<file path="src/rtl/cpu8_pkg.sv">
package cpu8_pkg;
  localparam int DW = 8;
  localparam int AW = 2 * DW;

  localparam logic [DW-1:0] OP_PULL_P  = 8'h28;
  localparam logic [DW-1:0] OP_PUSH_A  = 8'h48;
  localparam logic [DW-1:0] OP_STA_ABS = 8'h8D;
  localparam logic [DW-1:0] OP_X_TO_S  = 8'h9A;
  localparam logic [DW-1:0] OP_LDY_IMM = 8'hA0;
  localparam logic [DW-1:0] OP_LDX_IMM = 8'hA2;
  localparam logic [DW-1:0] OP_LDA_IMM = 8'hA9;
  localparam logic [DW-1:0] OP_LDA_ABS = 8'hAD;

  typedef enum logic [2:0] {
    CL_IMM, CL_LDA_ABS, CL_STA_ABS, CL_XFER, CL_PUSH, CL_PULL, CL_BAD
  } op_class_e;

  typedef enum logic [1:0] {DST_A, DST_X, DST_Y} imm_dst_e;

  typedef enum logic [1:0] {BT_LO, BT_HI, BT_RUN} boot_e;
endpackage

</file>
<file path="src/rtl/cpu8_step.sv">
module cpu8_step #(
  parameter int STEPS = 7
) (
  input  logic             clk_i,
  input  logic             rst_ni,
  input  logic             adv_i,
  input  logic             restart_i,
  output logic [STEPS-1:0] step_o
);
  localparam logic [STEPS-1:0] FIRST = STEPS'(1);

  logic [STEPS-1:0] step_q;

  always_ff @(posedge clk_i or negedge rst_ni) begin
    if (!rst_ni)                     step_q <= FIRST;
    else if (restart_i)              step_q <= FIRST;
    else if (adv_i && step_q[STEPS-1]) step_q <= FIRST; // wrap keeps one-hot
    else if (adv_i)                  step_q <= step_q << 1;
  end

  assign step_o = step_q;
endmodule

</file>
<file path="src/rtl/cpu8_decode.sv">
module cpu8_decode
  import cpu8_pkg::*;
(
  input  logic [DW-1:0] ir_i,
  output op_class_e     cls_o,
  output imm_dst_e      dst_o
);
  always_comb begin
    dst_o = DST_A;
    unique case (ir_i)
      OP_LDA_IMM: cls_o = CL_IMM;
      OP_LDX_IMM: begin cls_o = CL_IMM; dst_o = DST_X; end
      OP_LDY_IMM: begin cls_o = CL_IMM; dst_o = DST_Y; end
      OP_LDA_ABS: cls_o = CL_LDA_ABS;
      OP_STA_ABS: cls_o = CL_STA_ABS;
      OP_X_TO_S:  cls_o = CL_XFER;
      OP_PUSH_A:  cls_o = CL_PUSH;
      OP_PULL_P:  cls_o = CL_PULL;
      default:    cls_o = CL_BAD;
    endcase
  end
endmodule

</file>
<file path="src/rtl/cpu8_core.sv">
module cpu8_core
  import cpu8_pkg::*;
#(
  parameter int            STEPS      = 7,
  parameter logic [AW-1:0] VEC_ADDR   = 16'hFFFC,
  parameter logic [DW-1:0] STACK_PAGE = 8'h01
) (
  input  logic          clk_i,
  input  logic          rst_ni,
  input  logic [DW-1:0] rdata_i,
  output logic [AW-1:0] addr_o,
  output logic          rw_o,
  output logic [DW-1:0] wdata_o,
  output logic          halt_o,
  output logic [AW-1:0] pc_o,
  output logic [DW-1:0] a_o,
  output logic [DW-1:0] x_o,
  output logic [DW-1:0] y_o,
  output logic [DW-1:0] s_o,
  output logic [DW-1:0] p_o
);
  localparam logic [AW-1:0] VEC_HI_ADDR = VEC_ADDR + AW'(1);

  logic [AW-1:0] pc_q, pc_d, addr_q, addr_d, pc_inc;
  logic [DW-1:0] a_q, a_d, x_q, x_d, y_q, y_d, s_q, s_d, p_q, p_d;
  logic [DW-1:0] ir_q, ir_d, tmp_q, tmp_d, wdata_q, wdata_d;
  logic          rw_q, rw_d, halt_q, halt_d;
  boot_e         boot_q, boot_d;
  logic          adv, restart, run_w, late_w;
  logic [STEPS-1:0] step_q;
  op_class_e     cls;
  imm_dst_e      dst;

  cpu8_step #(.STEPS(STEPS)) u_step (
    .clk_i    (clk_i),
    .rst_ni   (rst_ni),
    .adv_i    (adv),
    .restart_i(restart),
    .step_o   (step_q)
  );

  cpu8_decode u_dec (
    .ir_i (ir_q),
    .cls_o(cls),
    .dst_o(dst)
  );

  assign pc_inc = pc_q + AW'(1);
  assign run_w  = (boot_q == BT_RUN);
  assign late_w = |step_q[STEPS-1:4];

  always_comb begin
    pc_d = pc_q; a_d = a_q; x_d = x_q; y_d = y_q; s_d = s_q; p_d = p_q;
    ir_d = ir_q; tmp_d = tmp_q; addr_d = addr_q; rw_d = rw_q; wdata_d = wdata_q;
    halt_d = halt_q; boot_d = boot_q;
    adv = 1'b0; restart = 1'b0;
    if (!halt_q) begin
      rw_d    = 1'b1;
      wdata_d = '0;
      unique case (boot_q)
        BT_LO: begin
          pc_d[DW-1:0] = rdata_i;
          addr_d       = VEC_HI_ADDR;
          boot_d       = BT_HI;
        end
        BT_HI: begin
          pc_d   = {rdata_i, pc_q[DW-1:0]};
          addr_d = {rdata_i, pc_q[DW-1:0]};
          boot_d = BT_RUN;
        end
        default: begin
          if (step_q[0]) begin
            ir_d = rdata_i; pc_d = pc_inc; addr_d = pc_inc; adv = 1'b1;
          end else if (step_q[1]) begin
            case (cls)
              CL_IMM: begin
                case (dst)
                  DST_A:   a_d = rdata_i;
                  DST_X:   x_d = rdata_i;
                  default: y_d = rdata_i;
                endcase
                pc_d = pc_inc; addr_d = pc_inc; restart = 1'b1;
              end
              CL_LDA_ABS, CL_STA_ABS: begin
                tmp_d = rdata_i; pc_d = pc_inc; addr_d = pc_inc; adv = 1'b1;
              end
              CL_XFER: begin
                s_d = x_q; addr_d = pc_q; restart = 1'b1;
              end
              CL_PUSH: begin
                addr_d = {STACK_PAGE, s_q}; rw_d = 1'b0; wdata_d = a_q; adv = 1'b1;
              end
              CL_PULL: begin
                s_d = s_q + DW'(1); addr_d = pc_q; adv = 1'b1;
              end
              default: begin
                halt_d = 1'b1; rw_d = rw_q; wdata_d = wdata_q;
              end
            endcase
          end else if (step_q[2]) begin
            case (cls)
              CL_LDA_ABS: begin
                pc_d = pc_inc; addr_d = {rdata_i, tmp_q}; adv = 1'b1;
              end
              CL_STA_ABS: begin
                pc_d = pc_inc; addr_d = {rdata_i, tmp_q};
                rw_d = 1'b0; wdata_d = a_q; adv = 1'b1;
              end
              CL_PUSH: begin
                s_d = s_q - DW'(1); addr_d = pc_q; restart = 1'b1;
              end
              default: begin
                addr_d = {STACK_PAGE, s_q}; adv = 1'b1;
              end
            endcase
          end else if (step_q[3]) begin
            if (cls == CL_LDA_ABS) a_d = rdata_i;
            if (cls == CL_PULL)    p_d = rdata_i;
            addr_d = pc_q; restart = 1'b1;
          end else if (late_w) begin
            addr_d = pc_q; restart = 1'b1;
          end
        end
      endcase
    end
  end

  always_ff @(posedge clk_i or negedge rst_ni) begin
    if (!rst_ni) begin
      pc_q <= '0; a_q <= '0; x_q <= '0; y_q <= '0; s_q <= '0; p_q <= '0;
      ir_q <= '0; tmp_q <= '0; addr_q <= VEC_ADDR; rw_q <= 1'b1;
      wdata_q <= '0; halt_q <= 1'b0; boot_q <= BT_LO;
    end else begin
      pc_q <= pc_d; a_q <= a_d; x_q <= x_d; y_q <= y_d; s_q <= s_d; p_q <= p_d;
      ir_q <= ir_d; tmp_q <= tmp_d; addr_q <= addr_d; rw_q <= rw_d;
      wdata_q <= wdata_d; halt_q <= halt_d; boot_q <= boot_d;
    end
  end

  assign addr_o  = addr_q;
  assign rw_o    = rw_q;
  assign wdata_o = wdata_q;
  assign halt_o  = halt_q;
  assign pc_o    = pc_q;
  assign a_o     = a_q;
  assign x_o     = x_q;
  assign y_o     = y_q;
  assign s_o     = s_q;
  assign p_o     = p_q;
endmodule

</file>
<file path="config.mk">
export PLATFORM = sky130hd
export DESIGN_NAME = cpu8_core
export DESIGN_NICKNAME = d
export VERILOG_FILES = /design/src/rtl/cpu8_pkg.sv /design/src/rtl/cpu8_step.sv /design/src/rtl/cpu8_decode.sv /design/src/rtl/cpu8_core.sv
export SDC_FILE = /design/constraint.sdc
export NUM_CORES = 1
export LEC_CHECK = 0
export BUFFER_PORTS_ARGS = -buffer_cell sky130_fd_sc_hd__buf_2
export CAP_MARGIN = 20
export CELL_PAD_IN_SITES_DETAIL_PLACEMENT = 1
export CELL_PAD_IN_SITES_GLOBAL_PLACEMENT = 2
export CORE_ASPECT_RATIO = 0.5
export CORE_MARGIN = 3
export CORE_UTILIZATION = 39
export DETAILED_ROUTE_END_ITERATION = 8
export HOLD_SLACK_MARGIN = 0.03
export PLACE_DENSITY_LB_ADDON = 0.05
export SLEW_MARGIN = 20
export SYNTH_ARGS = -nofsm -noshare
export SYNTH_HDL_FRONTEND = slang
export SYNTH_SLANG_ARGS = --single-unit
</file>
<file path="constraint.sdc">
create_clock -name clk_i -period 4.1 [get_ports clk_i]
set_input_delay 0.82 -clock clk_i [delete_from_list [all_inputs] [get_ports clk_i]]
set_output_delay 0.82 -clock clk_i [all_outputs]
set_load 0.1 [all_outputs]
</file>
=== After elaboration in Yosys (flattened, before gate mapping) ===
Cells that the tools add are included.

* Word-level logic and storage cells: 151
* Register bits after elaboration: 107

* Reductions and logical operators: 38
* Bitwise logic cells: 8
* Add/subtract/negate cells: 3
* Multiplexer cells: 64
* Eq/ne operators: 23

{| class="wikitable"
|+ Operator list
! cell !! count
|-
| 2-to-1 mux 16 bit || 10
|-
| 2-to-1 mux 8 bit || 14
|-
| one-hot mux 16 bit (2 select lines) || 2
|-
| one-hot mux 8 bit (2 select lines) || 4
|-
| equality test 8 bit (second input constant) || 6
|-
| one-hot mux 16 bit (3 select lines) || 1
|-
| 2-to-1 mux 1 bit || 26
|-
| 2-to-1 mux 7 bit || 3
|-
| one-hot mux 3 bit (6 select lines) || 1
|-
| AND reduction 6 bit || 3
|-
| adder 16 x 1 -> 16 bit (second input constant) || 1
|-
| nonzero test 4 bit || 4
|-
| AND reduction 5 bit || 3
|-
| nonzero test 2 bit || 5
|-
| OR reduction 2 bit || 5
|-
| OR reduction 3 bit || 3
|-
| adder 8 x 1 -> 8 bit (second input constant) || 1
|-
| equality test 8 x 6 -> 1 bit (second input constant) || 1
|-
| equality test 8 x 7 -> 1 bit (second input constant) || 1
|-
| inequality test 4 bit (second input constant) || 2
|-
| NOT 1 bit || 8
|-
| one-hot mux 2 bit (2 select lines) || 2
|-
| AND reduction 8 bit || 1
|-
| subtractor 8 x 1 -> 8 bit (second input constant) || 1
|-
| other kinds (20) || 28
|}

=== Depth between registers and ports, before layout ===
* Depth in word-level cells: 13
* Mapped depth: 9
* Gate-level depth less buffers: 7

=== Hierarchy ===
Synthesis repeated with hierarchy kept, for this count alone.

* Cell total of the unflattened synthesis: 676
* Area total of the unflattened synthesis: 6,252.2 µm²

{| class="wikitable"
|+ By module, submodules not included
! module !! times used !! area each (µm²) !! cells each
|-
| cpu8_core || 1 || 5,801.8 || 629
|-
| cpu8_step || 1 || 311.5 || 26
|-
| cpu8_decode || 1 || 138.9 || 21
|}

=== Worst setup path after synthesis ===
OpenSTA, ideal clock, no wires.

* Kind: reg2reg
* From: register pc_q[4], in the netlist pc_o[4]
* To: register addr_q[14], in the netlist addr_o[14]
* Slack: 1.449 ns
* Data arrival time: 2.570 ns
* Stages on the path, launching flop included: 8
* Setup time: 0.081 ns
* Cells stage by stage: dfrtp_1 > clkbuf_1 > nand4_1 > nor4_1 > mux2i_1 > o2bb2ai_1 > a21oi_1 > o21ai_1

* Longest elaborated chain between the ends: 5

{| class="wikitable"
|+ RTL lines
! item !! RTL line !! text
|-
| from (decl) || cpu8_core.sv:24 || <nowiki>logic [AW-1:0] pc_q, pc_d, addr_q, addr_d, pc_inc;</nowiki>
|-
| from (signal assigned) || cpu8_core.sv:130 || <nowiki>pc_q <= '0; a_q <= '0; x_q <= '0; y_q <= '0; s_q <= '0; p_q <= '0;</nowiki>
|-
| from (signal assigned) || cpu8_core.sv:134 || <nowiki>pc_q <= pc_d; a_q <= a_d; x_q <= x_d; y_q <= y_d; s_q <= s_d; p_q <= p_d;</nowiki>
|-
| adder 16 x 1 -> 16 bit (*) || cpu8_core.sv:48 || <nowiki>assign pc_inc = pc_q + AW'(1);</nowiki>
|-
| one-hot mux 16 bit (3 select lines) || cpu8_core.sv:75 || <nowiki>case (cls)</nowiki>
|-
| 2-to-1 mux 16 bit || cpu8_core.sv:74 || <nowiki>end else if (step_q[1]) begin</nowiki>
|-
| 2-to-1 mux 16 bit (*) || cpu8_core.sv:72 || <nowiki>if (step_q[0]) begin</nowiki>
|-
| one-hot mux 16 bit (2 select lines) (*) || cpu8_core.sv:60 || <nowiki>unique case (boot_q)</nowiki>
|-
| to (signal assigned) || cpu8_core.sv:135 || <nowiki>ir_q <= ir_d; tmp_q <= tmp_d; addr_q <= addr_d; rw_q <= rw_d;</nowiki>
|-
| to (decl) || cpu8_core.sv:24 ||
|}

Every way passes the cells marked *; elsewhere a longest branch is shown, timed or not.
A chain may end at the register's enable or synchronous reset.

=== Final worst setup path ===
* From: register ir_q[0]
* To: register pc_q[3], in the netlist pc_o[3]

* Longest elaborated chain between the ends: 7
* Elaborated cells on any way between the ends: 18
* Classes of those cells: eq/ne (11); mux (1); reduce/logical (6)

{| class="wikitable"
|+ RTL lines
! item !! RTL line !! text
|-
| from (decl) || cpu8_core.sv:26 || <nowiki>logic [DW-1:0] ir_q, ir_d, tmp_q, tmp_d, wdata_q, wdata_d;</nowiki>
|-
| from (signal assigned) || cpu8_core.sv:135 ||
|-
| equality test 8 bit || cpu8_decode.sv:10 || <nowiki>unique case (ir_i)</nowiki>
|-
| OR reduction 3 bit (no source line) || - ||
|-
| one-hot mux 3 bit (6 select lines) (*) || cpu8_decode.sv:10 ||
|-
| equality test 3 x 1 -> 1 bit, or another cell as far along || cpu8_core.sv:75, cpu8_core.sv:101 ||
|-
| OR reduction 3 bit (no source line) / OR reduction 2 bit (equally long branches) || - ||
|-
| inequality test 4 bit (no source line) / nonzero test 4 bit (equally long branches) || - ||
|-
| AND reduction 5 bit (no source line) (*) || - ||
|}

Marked as above.

==> results by group <==
Logic synthesis
  • Syn_nets: about 640
  • Mean area per synthesized cell: just under 10 um2
  • Top cells by area, synth: dfrtp_1, mux2_2, dfstp_2
  • Synth unique cells: 81
  • Post-synthesis sequential area ratio: 0.442
  • Most frequent cells after synthesis: dfrtp_1, nand2_1, mux2_2
  • Largest area contributor in the netlist: dfrtp_1
  • Number of flops mapped to enable cells by yosys: 0
  • Syn. warnings: 0
  • Synth Flop Type: dfrtp_1
  • Post-synth top area share: 0.373
  • Mapped Area: around 0.0061 mm2
  • Synth Register Bits: 107
  • Asr flop ratio synth: 1.00
  • Gate Count Post-Synth: 631
  • Count leader, synth: dfrtp_1

Power and ir drop
  • Max IR drop VDD: 0.254 mV
  • Power density cells: ~330 mW/mm2
  • Leakage: 3.08 nW
  • Total Power: 2.34 mW

Status
  • Outcome: finished, final reports clean

STA
  • Fmax: roughly 320 MHz
  • Worst slew margin: 0.249
  • Final period utilization: 0.757
  • Slew Limit Fails: 0
  • RSZ-0062 raised after global routing: false
  • Hold Vio Cnt, Final: 0
  • Setup TNS: 0 ns
  • Worst Max-Slew Pin Slew: between 1 and 1.5 ns
  • Final setup violation count: 0
  • Clock skew: 0.0137 ns
  • Tmin final: 3.10 ns

Layout
  • Final non-filler cell total: 901
  • Layout cells sized above 1: 0.296
  • Nets@finish: 710
  • Post-route cell area: 0.00701 mm2
  • Post-route core utilization: 0.471
  • P&R area growth vs syn: 14.9%

Die
  • Die Span Y: roughly 94 um
  • Core Region: between 0.01 and 0.015 mm2
  • Chip width: between 150 and 200 um
  • Starting Density: 0.410
  • # IOs: 92
  • Std cell rows: 31
  • Die area: approximately 0.017 mm2

Global route
  • Tot GR Track Use: 0.247
  • Grt total ovfl: 0
  • First-pass GRT wire length: ~33000 um
  • Initial antenna violation count: 0
  • Pin count of the biggest net entering global routing: 63
  • Vias in the first global route: roughly 5.5k

Routing
  • Detailed-route via count: between 5k and 6k
  • Residual DRC: 0
  • DRT iter0 DRCs: 302
  • Remaining antenna violation count after routing: 0
  • Via-per-instance ratio: ~6.0
  • WL/cell: around 23 um
  • Routed wire length: 20900 um
  • First-pass DRT Iterations: 5

Clock network
  • Clock Sinks: between 100 and 150
  • Clock-pin slew of the registers on the worst-case setup and hold paths: approximately 0.09 ns
  • Worst skew pair latency: between 0.3 and 0.4 ns
  • Clock root buffer: clkbuf_16
  • Max Root-Sink Buffers: 2
  • # Post-CTS Setup Buffers: 0
  • Post_cts resized: 0
  • Hold buffer count at CTS: 0
  • Total CTS buffers: 9
  • # H-tree levels: 3
  • TritonCTS clock tree: built

Worst setup path
  • Critical path capture point type: flip-flop
  • R2r startpoint: ir_q[0]
  • Worst R2R Path Depth: 6
  • Critical Path RT: 4.35 ns
  • Type of origin of the critical path: flip-flop
  • CP Max Fanout: 16
  • Critical path class: reg -> reg
  • Reg2reg end: pc_o[3]
  • Data arrival, critical path: around 3.4 ns
  • Reg2Reg Setup Slack: approximately 1 ns

Placed design
  • Routability cong.: between 0.9 and 1
  • Dpl hpwl: between 10000 and 15000 um
  • Placed insts: ~880
  • IO buf count: 91
  • Area post-placement: approximately 0.0067 mm2

Hold path
  • Worst Hold Class: reg -> reg
  • Min-Delay Endpoint: addr_o[13]
  • Hold_sp: addr_o[13]
  • WHS Path Cells: 2

Flow run
  • Max Cap Viol: 0
state kept, by name (all words and copies together) (netlist names), 8 cells and up:
| signal | flops |
|---|---|
| x_o | 8 |
| pc_o | 16 |
| ir_q | 8 |
| tmp_q | 8 |
| s_o | 8 |
| addr_o | 16 |
| p_o | 8 |
| wdata_o | 8 |
| y_o | 8 |
| a_o | 8 |
final cells by class:
class | count | area [um2]
Tap cell | 198 | 248
Antenna cell | 1 | 2.50
Fill cell | 1727 | 7880
Inverter | 15 | 56.3
Timing Repair Buffer | 104 | 568
Clock buffer | 9 | 225
Sequential cell | 107 | 2700
Clock inverter | 7 | 77.6
Multi-Input combinational cell | 460 | 3140
logic make-up after synthesis:
logic type                 count (synthesis)  synth area share
muxes                                     60             0.110
adders and majority gates                  3           0.00615
xor gates and xnor gates                   9            0.0129
and+or+nand+nor                          201             0.172
buffers and inverters                     64            0.0447
DFF                                      107             0.442
AOI/OAI and AO/OA                        187             0.212
layer usage:
layer,part of all wire,global-route usage,up-vias
met4,0.014,0.0545,0
li1,-,-,2469
met5,0,0,-
met2,0.42,0.368,154
met3,0.067,0.0612,20
met1,0.49,0.363,2802
per-stage QoR:
step / worst slack [ns] / hold slack (ns)
2_1_floorplan: 1.45 / 0.479
3_3_place_gp: 1.09 / 0.451
3_5_place_dp: 1.03 / 0.457
4_1_cts: 1.00 / 0.469
5_1_grt: 0.736 / 0.487
6_report: 0.996 / 0.468
worst max-delay path by stage:
stage,start,end,slack [ns],cells past startpoint
2_1_floorplan,pc_o[4],addr_o[14],1.45,7
3_3_place_gp,ir_q[2],pc_o[3],1.09,6
3_5_place_dp,ir_q[2],pc_o[1],1.03,6
4_1_cts,ir_q[2],pc_o[3],1.00,6
5_1_grt,ir_q[0],pc_o[3],0.74,6
6_report,ir_q[0],pc_o[3],1.0,6
power by group:
group / internal (mW) / switching (mW)
Combinational: 0.0600 / 0.243
Sequential: 1.09 / 0.0413
Clock: 0.436 / 0.470
worst max-delay path: stages, from the launching register on:
cell and delay, ns:
dfrtp_1 0.46, nor4_2 0.68, nand3_1 0.24, nor3b_2 0.25
a21oi_2 0.62, or3_1 0.41, mux2_4 0.33
placed cells by master, fill, tap and decap left out, types with 9 or more instances in the layout:
cell type,Yosys,layout
nor2_1,46,45
buf_4,2,13
clkbuf_16,0,9
dfrtp_1,91,91
mux2i_1,10,10
a21oi_1,33,33
nand3_1,21,21
mux2_2,48,48
o31ai_1,11,11
dfstp_2,16,16
buf_2,8,90
o21ai_1,12,12
a22o_1,11,11
o21ai_0,31,31
nor3_1,11,11
nand2_1,57,57
a31oi_1,14,14
inv_1,14,14
Note: power is estimated with default switching activity, not from simulation.
